$ cat config.mk
export PLATFORM = sky130hd
export DESIGN_NAME = ptw_top
export DESIGN_NICKNAME = d
export VERILOG_FILES = /design/src/rtl/ptw_pkg.sv /design/src/rtl/ptw_mode_decode.sv /design/src/rtl/ptw_entry_addr.sv /design/src/rtl/ptw_pa_form.sv /design/src/rtl/ptw_top.sv
export SDC_FILE = /design/constraint.sdc
export NUM_CORES = 1
export LEC_CHECK = 0
export ABC_CLOCK_PERIOD_IN_PS = 6100
export BUFFER_PORTS_ARGS = -buffer_cell sky130_fd_sc_hd__buf_2
export CAP_MARGIN = 40
export CORE_ASPECT_RATIO = 1.2
export CORE_MARGIN = 4
export CORE_UTILIZATION = 35
export CTS_CLUSTER_SIZE = 12
export DETAILED_ROUTE_END_ITERATION = 8
export GPL_ROUTABILITY_DRIVEN = 0
export MAX_ROUTING_LAYER = met4
export SLEW_MARGIN = 15
export SYNTH_ARGS = -nofsm -noshare
export SYNTH_HDL_FRONTEND = slang
export SYNTH_SLANG_ARGS = --single-unit
$ cat constraint.sdc
create_clock -name clk -period 6.1 [get_ports clk]
set_input_delay 1.525 -clock clk [delete_from_list [all_inputs] [get_ports clk]]
set_output_delay 1.525 -clock clk [all_outputs]
set_load 0.02 [all_outputs]
$ cat src/rtl/ptw_pkg.sv
package ptw_pkg;

    typedef enum logic [2:0] {
        MODE_OFF = 3'd0,
        MODE_W32 = 3'd1,
        MODE_PAE = 3'd2,
        MODE_LM4 = 3'd3,
        MODE_LM5 = 3'd4
    } pmode_e;

    typedef enum logic [1:0] {
        PG_4K = 2'd0,
        PG_2M = 2'd1,
        PG_4M = 2'd2,
        PG_1G = 2'd3
    } pgsz_e;

    typedef enum logic {
        ST_IDLE = 1'b0,
        ST_WALK = 1'b1
    } wstate_e;

    typedef logic [2:0] lvl_t;

    localparam int          PRESENT_BIT = 0;
    localparam int          PS_BIT      = 7;
    localparam logic [63:0] FRAME_MASK  = 64'h000F_FFFF_FFFF_F000;

    function automatic logic [5:0] size_shift(pgsz_e s);
        case (s)
            PG_2M:   return 6'd21;
            PG_4M:   return 6'd22;
            PG_1G:   return 6'd30;
            default: return 6'd12;
        endcase
    endfunction

    // vpn holds va[56:12]; result is the byte offset of the entry in its table
    function automatic logic [11:0] entry_offset(pmode_e m, lvl_t l, logic [44:0] vpn);
        logic [8:0] idx;
        case (l)
            3'd0:    idx = vpn[8:0];
            3'd1:    idx = vpn[17:9];
            3'd2:    idx = vpn[26:18];
            3'd3:    idx = vpn[35:27];
            default: idx = vpn[44:36];
        endcase
        if (m == MODE_W32)
            return (l == 3'd1) ? {vpn[19:10], 2'b00} : {vpn[9:0], 2'b00};
        if (m == MODE_PAE && l == 3'd2)
            return {7'b0, vpn[19:18], 3'b000};
        return {idx, 3'b000};
    endfunction

    function automatic logic is_canonical(logic [63:0] va, logic five_lvl);
        if (five_lvl)
            return (&va[63:56]) || !(|va[63:56]);
        return (&va[63:47]) || !(|va[63:47]);
    endfunction

endpackage

$ cat src/rtl/ptw_mode_decode.sv
module ptw_mode_decode
    import ptw_pkg::*;
(
    input  logic   pg_en,
    input  logic   pae_en,
    input  logic   la57_en,
    input  logic   lm_active,
    output pmode_e mode,
    output lvl_t   top_lvl
);
    always_comb begin
        if (!pg_en) begin
            mode    = MODE_OFF;
            top_lvl = 3'd0;
        end else if (!pae_en) begin
            mode    = MODE_W32;
            top_lvl = 3'd1;
        end else if (!lm_active) begin
            mode    = MODE_PAE;
            top_lvl = 3'd2;
        end else if (la57_en) begin
            mode    = MODE_LM5;
            top_lvl = 3'd4;
        end else begin
            mode    = MODE_LM4;
            top_lvl = 3'd3;
        end
    end
endmodule

$ cat src/rtl/ptw_entry_addr.sv
module ptw_entry_addr
    import ptw_pkg::*;
#(
    parameter int PA_W = 52
) (
    input  pmode_e            mode,
    input  lvl_t              lvl,
    input  logic [63:0]       base,
    input  logic [44:0]       vpn,
    input  logic [63:0]       a20,
    output logic [PA_W-1:0]   addr
);
    logic [63:0] full;

    assign full = (base + {52'b0, entry_offset(mode, lvl, vpn)}) & a20;
    assign addr = PA_W'(full);
endmodule

$ cat src/rtl/ptw_pa_form.sv
module ptw_pa_form
    import ptw_pkg::*;
#(
    parameter int PA_W = 52
) (
    input  pmode_e          mode,
    input  pgsz_e           size,
    input  logic [63:0]     va,
    input  logic [63:0]     entry,
    input  logic [63:0]     a20,
    output logic [PA_W-1:0] pa
);
    logic [63:0] src;
    logic [63:0] keep;
    logic [63:0] full;

    always_comb begin
        if (mode == MODE_OFF) begin
            src = va & a20;
        end else if (mode == MODE_W32) begin
            if (size == PG_4M)
                src = {24'b0, entry[20:13], entry[31:0]} & a20;
            else
                src = {32'b0, entry[31:0]} & a20;
        end else begin
            src = entry;
        end
        keep = (64'd1 << size_shift(size)) - 64'd1;
        full = (src & FRAME_MASK & ~keep) | (va & keep);
    end

    assign pa = PA_W'(full);
endmodule

$ cat src/rtl/ptw_top.sv
module ptw_top
    import ptw_pkg::*;
#(
    parameter int PA_W = 52
) (
    input  logic            clk,
    input  logic            rst,
    input  logic            start,
    input  logic [63:0]     va,
    input  logic [PA_W-1:0] cr3,
    input  logic [PA_W-1:0] a20_mask,
    input  logic            pg_en,
    input  logic            pae_en,
    input  logic            pse_en,
    input  logic            la57_en,
    input  logic            lm_active,
    output logic            mem_req,
    output logic [PA_W-1:0] mem_addr,
    output logic            mem_wide,
    input  logic            mem_rsp_valid,
    input  logic [63:0]     mem_rsp_data,
    output logic            busy,
    output logic            done,
    output logic            fault,
    output logic [PA_W-1:0] pa,
    output logic [1:0]      pg_size
);
    localparam int XPAD = 64 - PA_W;

    // widened controls
    logic [63:0] a20_in_ext;
    logic [63:0] cr3_ext;
    assign a20_in_ext = {{XPAD{1'b1}}, a20_mask};
    assign cr3_ext    = {{XPAD{1'b0}}, cr3};

    // mode decode of live inputs
    pmode_e dec_mode;
    lvl_t   dec_top;
    ptw_mode_decode u_dec (
        .pg_en     (pg_en),
        .pae_en    (pae_en),
        .la57_en   (la57_en),
        .lm_active (lm_active),
        .mode      (dec_mode),
        .top_lvl   (dec_top)
    );

    logic        dec_long;
    logic        canon_ok;
    logic [63:0] first_base;
    assign dec_long = (dec_mode == MODE_LM4) || (dec_mode == MODE_LM5);
    assign canon_ok = is_canonical(va, dec_mode == MODE_LM5);

    always_comb begin
        case (dec_mode)
            MODE_W32: first_base = {32'b0, cr3_ext[31:12], 12'b0};
            MODE_PAE: first_base = cr3_ext & ~64'h1F;
            default:  first_base = cr3_ext & FRAME_MASK;
        endcase
    end

    // walk state
    wstate_e         state;
    pmode_e          mode_q;
    lvl_t            lvl_q;
    logic [63:0]     base_q;
    logic [63:0]     va_q;
    logic [63:0]     a20_q;
    logic            pse_q;
    logic            done_q;
    logic            fault_q;
    pgsz_e           size_q;
    logic [PA_W-1:0] pa_q;

    logic long_q;
    assign long_q = (mode_q == MODE_LM4) || (mode_q == MODE_LM5);

    // entry decode
    logic [63:0] ent;
    logic        ent_present;
    logic        ent_leaf;
    pgsz_e       leaf_size;
    logic [63:0] next_base;

    always_comb begin
        ent         = (mode_q == MODE_W32) ? {32'b0, mem_rsp_data[31:0]} : mem_rsp_data;
        ent_present = ent[PRESENT_BIT];
        ent_leaf    = 1'b0;
        leaf_size   = PG_4K;
        if (lvl_q == 3'd0) begin
            ent_leaf = 1'b1;
        end else if (lvl_q == 3'd1 && ent[PS_BIT] && (mode_q != MODE_W32 || pse_q)) begin
            ent_leaf  = 1'b1;
            leaf_size = (mode_q == MODE_W32) ? PG_4M : PG_2M;
        end else if (lvl_q == 3'd2 && ent[PS_BIT] && long_q) begin
            ent_leaf  = 1'b1;
            leaf_size = PG_1G;
        end
        next_base = (mode_q == MODE_W32) ? {32'b0, ent[31:12], 12'b0} : (ent & FRAME_MASK);
    end

    // table address
    ptw_entry_addr #(.PA_W(PA_W)) u_addr (
        .mode (mode_q),
        .lvl  (lvl_q),
        .base (base_q),
        .vpn  (va_q[56:12]),
        .a20  (a20_q),
        .addr (mem_addr)
    );

    // final address: live inputs while idle (translation off), latched during a walk
    logic            idle;
    pmode_e          pf_mode;
    pgsz_e           pf_size;
    logic [63:0]     pf_va;
    logic [63:0]     pf_a20;
    logic [PA_W-1:0] pf_pa;

    assign idle    = (state == ST_IDLE);
    assign pf_mode = idle ? dec_mode   : mode_q;
    assign pf_size = idle ? PG_4K      : leaf_size;
    assign pf_va   = idle ? va         : va_q;
    assign pf_a20  = idle ? a20_in_ext : a20_q;

    ptw_pa_form #(.PA_W(PA_W)) u_pa (
        .mode  (pf_mode),
        .size  (pf_size),
        .va    (pf_va),
        .entry (ent),
        .a20   (pf_a20),
        .pa    (pf_pa)
    );

    always_ff @(posedge clk) begin
        if (rst) begin
            state   <= ST_IDLE;
            mode_q  <= MODE_OFF;
            lvl_q   <= 3'd0;
            base_q  <= '0;
            va_q    <= '0;
            a20_q   <= '1;
            pse_q   <= 1'b0;
            done_q  <= 1'b0;
            fault_q <= 1'b0;
            size_q  <= PG_4K;
            pa_q    <= '0;
        end else begin
            done_q <= 1'b0;
            case (state)
                ST_IDLE: begin
                    if (start) begin
                        mode_q <= dec_mode;
                        lvl_q  <= dec_top;
                        base_q <= first_base;
                        va_q   <= va;
                        a20_q  <= a20_in_ext;
                        pse_q  <= pse_en;
                        if (dec_mode == MODE_OFF) begin
                            done_q  <= 1'b1;
                            fault_q <= 1'b0;
                            size_q  <= PG_4K;
                            pa_q    <= pf_pa;
                        end else if (dec_long && !canon_ok) begin
                            done_q  <= 1'b1;
                            fault_q <= 1'b1;
                            size_q  <= PG_4K;
                            pa_q    <= '0;
                        end else begin
                            state <= ST_WALK;
                        end
                    end
                end
                default: begin
                    if (mem_rsp_valid) begin
                        if (!ent_present) begin
                            state   <= ST_IDLE;
                            done_q  <= 1'b1;
                            fault_q <= 1'b1;
                            size_q  <= PG_4K;
                            pa_q    <= '0;
                        end else if (ent_leaf) begin
                            state   <= ST_IDLE;
                            done_q  <= 1'b1;
                            fault_q <= 1'b0;
                            size_q  <= leaf_size;
                            pa_q    <= pf_pa;
                        end else begin
                            base_q <= next_base;
                            lvl_q  <= lvl_q - 3'd1;
                        end
                    end
                end
            endcase
        end
    end

    assign mem_req  = (state == ST_WALK);
    assign mem_wide = (mode_q != MODE_W32);
    assign busy     = (state == ST_WALK);
    assign done     = done_q;
    assign fault    = fault_q;
    assign pa       = pa_q;
    assign pg_size  = size_q;


    req_hold_chk: assert property (@(posedge clk) disable iff (rst)
        mem_req && !mem_rsp_valid |=> mem_req && $stable(mem_addr));


    done_idle_chk: assert property (@(posedge clk) disable iff (rst)
        done |-> !busy && !mem_req);


    walk_start_chk: assert property (@(posedge clk) disable iff (rst)
        $rose(busy) |-> $past(start));


    fault_pa_chk: assert property (@(posedge clk) disable iff (rst)
        done && fault |-> pa == '0);


    a20_addr_chk: assert property (@(posedge clk) disable iff (rst)
        mem_req |-> (({{XPAD{1'b0}}, mem_addr} & ~a20_q) == 64'd0));


    entry_align_chk: assert property (@(posedge clk) disable iff (rst)
        mem_req |-> (mem_addr[1:0] == 2'b00) && (!mem_wide || !mem_addr[2]));


    noncanon_chk: assert property (@(posedge clk) disable iff (rst)
        idle && start && dec_long && !canon_ok |=> done && fault && !busy);

endmodule

==> results.toml <==
[worst_setup_path]
crit_slowest_cell = "sky130_fd_sc_hd__or3b_4"
path_common_cell = "sky130_fd_sc_hd__buf_4"
cp_top_family = "simple AND/OR/NAND/NOR gates"
cp.buffers_inverters = 5
critPathMaxFanout = 9
crit_end_category = "output port"
path_cells = "inv_1, ha_1, buf_4, o41ai_2, buf_4, a21oi_1, o22ai_1, ha_2, o21ai_0, or3_1, or3b_4, buf_4, nor3_1, xor2_1, and2_1, buf_2"
worstSetupStartpointType = "flip-flop"
critPathKind = "flip-flop to output port"
crit_arrival_ns = 4.53
max_stage_delay_ns = 0.49
cp.required_ns = 4.58

[die]
rows = 74
initial_utilization_pct = 35.8
design.die.area_mm2 = 0.0382
die_w_um = 179
ioPinCount = 352
dieHeight_um = 213
core_area_mm2 = 0.0344

[power_and_ir_drop]
fin_total_pwr_uw = 4060
pwr_density_cell_mw_per_mm2 = 266
worst_case_vdd_ir_drop_mv = 0.205
p_leak_uw = 0.00653

[sta]
final_min_period_over_clock_period_pct = 99.2
max-slew-margin-rel_pct = 42.7
fmax_ghz = 0.165
worst_pin_slew_ns = 0.859
final-max-slew-violation-count = 0
fin_clk_skew_ns = 0.0117
finalHoldViolations = 0
setup_viol_count_final = 0
totalNegativeSetupSlack_ns = 0
timing.final.crit_period_ns = 6.05
rsz_0062_raised_after_global_routing = "yes"
layout_setup_ws_ns = 0.0494

[place]
placed_cells = 2232
dpl_worst_slack_ns = 0.316
place.port_buffers = 320
place.detailed.hpwl_mm = 37.0

[cts]
tritoncts.num_buffers = 26
clk-insertion-delay-late_ns = 0.54
clkSlewWorstSetupHoldPaths_ns = 0.06
h-tree-depth = 1
clock_tree_from_tritoncts = "built"
hold_buffers = 0
numClockSinks = 218
max_buffers_root_to_sink = 3
clockRootBuffer = "sky130_fd_sc_hd__clkbuf_16"

[final_layout]
drive_gt1_share_pct = 25.4
multiInputGateArea_mm2 = 0.00744
final_cells = 2292
fill_count = 3511
final_nets = 2067
synthToLayoutAreaGrowth_pct = 24.3
register_area_mm2 = 0.00437

[drt]
first_pass_iters = 5
detail_route.iter0.violations = 958
route.detailed.drc = 0
detail-route-antenna-nets = 0
wire_length_per_cell_um = 21.9
vias_per_cell = 5.66
routed_wl_mm = 50.2
detailroute.via_count = 13000

[min_path]
hp-class = "flip-flop to flip-flop"

[yosys]
synthesis.area_per_instance_um2 = 7.97
synthMostInstantiatedCell = "sky130_fd_sc_hd__nand2_1"
synth_top_area_share_pct = 35.5
syn-instance-count = 1545
netlist-cell-type-count = 68
post_synth_most_frequent_cells = "279 x sky130_fd_sc_hd__nand2_1, 218 x sky130_fd_sc_hd__dfxtp_1, 127 x sky130_fd_sc_hd__a21oi_1"
synth.top_cells.by_area = "sky130_fd_sc_hd__dfxtp_1 35%, sky130_fd_sc_hd__nand2_1 8.5%, sky130_fd_sc_hd__mux2i_1 5.9%"
synth-main-ff-cell = "sky130_fd_sc_hd__dfxtp_1"
yosysSeqAreaShare_pct = 35.5
synth_area_leader_cell = "sky130_fd_sc_hd__dfxtp_1"
async_reset_ff_share_pct = 0
mappedNetlistArea_mm2 = 0.0123
synthesis.yosys.warnings = 0
yosys_reg_bits = 218
synth_edf_count = 0

[run]
timing.max_cap.violations = 0

[global_route]
grt_first_pass_wirelength_mm = 73.6
grt.overflow.total = 0
initial_antenna_violation_count = 10
via_count_of_the_first_global_routing_pass = 12400
grt_util_all_layers_pct = 25.5
grt_max_degree = 69

[status]
outcome = "finished clean"
## final timing paths
| kind | startpoint | end | slack, ns | depth (start not counted) |
|---|---|---|---|---|
| max reg2reg | mode_q[0] | pa[17] | 2.13 | 9 |
| min | pa[33] | pa[33] | 0.46 | 2 |
| min reg2reg | pa[33] | pa[33] | 0.46 | 2 |
| max | lvl_q[0] | mem_addr[42] | 0.05 | 16 |
## report_power, final
| part | switching [uW] | internal (uW) |
|---|---|---|
| Combinational | 526 | 322 |
| Sequential | 96.7 | 1530 |
| Clock | 633 | 959 |
| Total | 1260 | 2810 |
## through the flow
stage	utilization, %	area (um2)	hold WS [ns]
after floorplan	-	12300	0.432
after global placement	41.4	14200	0.440
after detailed placement	41.7	14300	0.445
after CTS	44.4	15200	0.458
after global routing	44.5	15300	0.472
final	44.5	15300	0.456
## kinds of logic (layout without fill, tap and decap cells)
kind of cell    Yosys count  after routing  share of synthesized area (%)
simple gates            634            634                           24.6
compound gates          380            380                           20.8
flops                   218            218                           35.5
buf+inv                 147            425                           4.96
mux                     102            102                           8.86
xor+xnor                 41             41                           2.92
fa+ha+maj                22             22                           2.30
other cells               1             14                         0.0305
## flip-flops by register name, indices dropped and copies added (netlist names)
| signal | cells |
|---|---|
| lvl_q | 3 |
| pg_size | 2 |
| busy | 1 |
| va_q | 57 |
| done | 1 |
| pa | 52 |
| base_q | 47 |
| fault | 1 |
| pse_q | 1 |
| mode_q | 3 |
| a20_q | 50 |
## what timing repair did
item	in CTS	in global routing
pin swaps	1	4
setup endpoints to repair	22	17
buffers inserted	0	0
resized for setup	10	6
endpoints found under the hold margin	0	0
## worst reg2reg max path, stage by stage, from the launching register on
cell                       delay, ns
sky130_fd_sc_hd__dfxtp_1        0.52
sky130_fd_sc_hd__or3b_1         0.52
sky130_fd_sc_hd__buf_4          0.31
sky130_fd_sc_hd__and2_0         0.21
sky130_fd_sc_hd__o211ai_1       0.60
sky130_fd_sc_hd__ha_1           0.64
sky130_fd_sc_hd__nand2_1        0.46
sky130_fd_sc_hd__a32oi_1        0.30
sky130_fd_sc_hd__o211ai_1       0.12
sky130_fd_sc_hd__mux2i_1        0.20
## cell usage in the layout (no fill, tap or decap), types with 15 or more instances in the layout
cell type / count
sky130_fd_sc_hd__mux2i_1: 73
sky130_fd_sc_hd__xor2_1: 21
sky130_fd_sc_hd__xnor2_1: 19
sky130_fd_sc_hd__a22oi_1: 23
sky130_fd_sc_hd__mux2_2: 20
sky130_fd_sc_hd__a211oi_1: 34
sky130_fd_sc_hd__nor2_1: 58
sky130_fd_sc_hd__buf_2: 320
sky130_fd_sc_hd__a311oi_1: 18
sky130_fd_sc_hd__a21oi_1: 125
sky130_fd_sc_hd__nand2_1: 278
sky130_fd_sc_hd__clkbuf_16: 27
sky130_fd_sc_hd__a31oi_1: 15
sky130_fd_sc_hd__nor3_1: 34
sky130_fd_sc_hd__o211a_1: 15
sky130_fd_sc_hd__inv_1: 21
sky130_fd_sc_hd__ha_1: 18
sky130_fd_sc_hd__nand4_1: 25
sky130_fd_sc_hd__and2_1: 38
sky130_fd_sc_hd__dfxtp_1: 217
sky130_fd_sc_hd__o21ai_0: 53
sky130_fd_sc_hd__a221oi_1: 21
sky130_fd_sc_hd__nand3_1: 83
sky130_fd_sc_hd__and3_1: 25
sky130_fd_sc_hd__nor2b_1: 31
sky130_fd_sc_hd__buf_4: 31
## routing by layer
metal,up-vias,wire (um),GRT usage [%]
li1,6098,-,-
met2,554,24400,42.4
met4,0,2170,10.9
met3,108,3620,3.65
met5,-,0,-
met1,6223,19900,31.0
## final cells by class
cell class / count / share of cell area [%]
Inverter: 22 / 0.540
Tap cell: 456 / 3.73
Timing Repair Buffer: 355 / 12.6
Clock inverter: 6 / 0.384
Antenna cell: 12 / 0.196
Sequential cell: 218 / 28.5
Clock buffer: 42 / 5.37
Multi-Input combinational cell: 1181 / 48.6
Note: power is estimated with default switching activity, not from simulation.
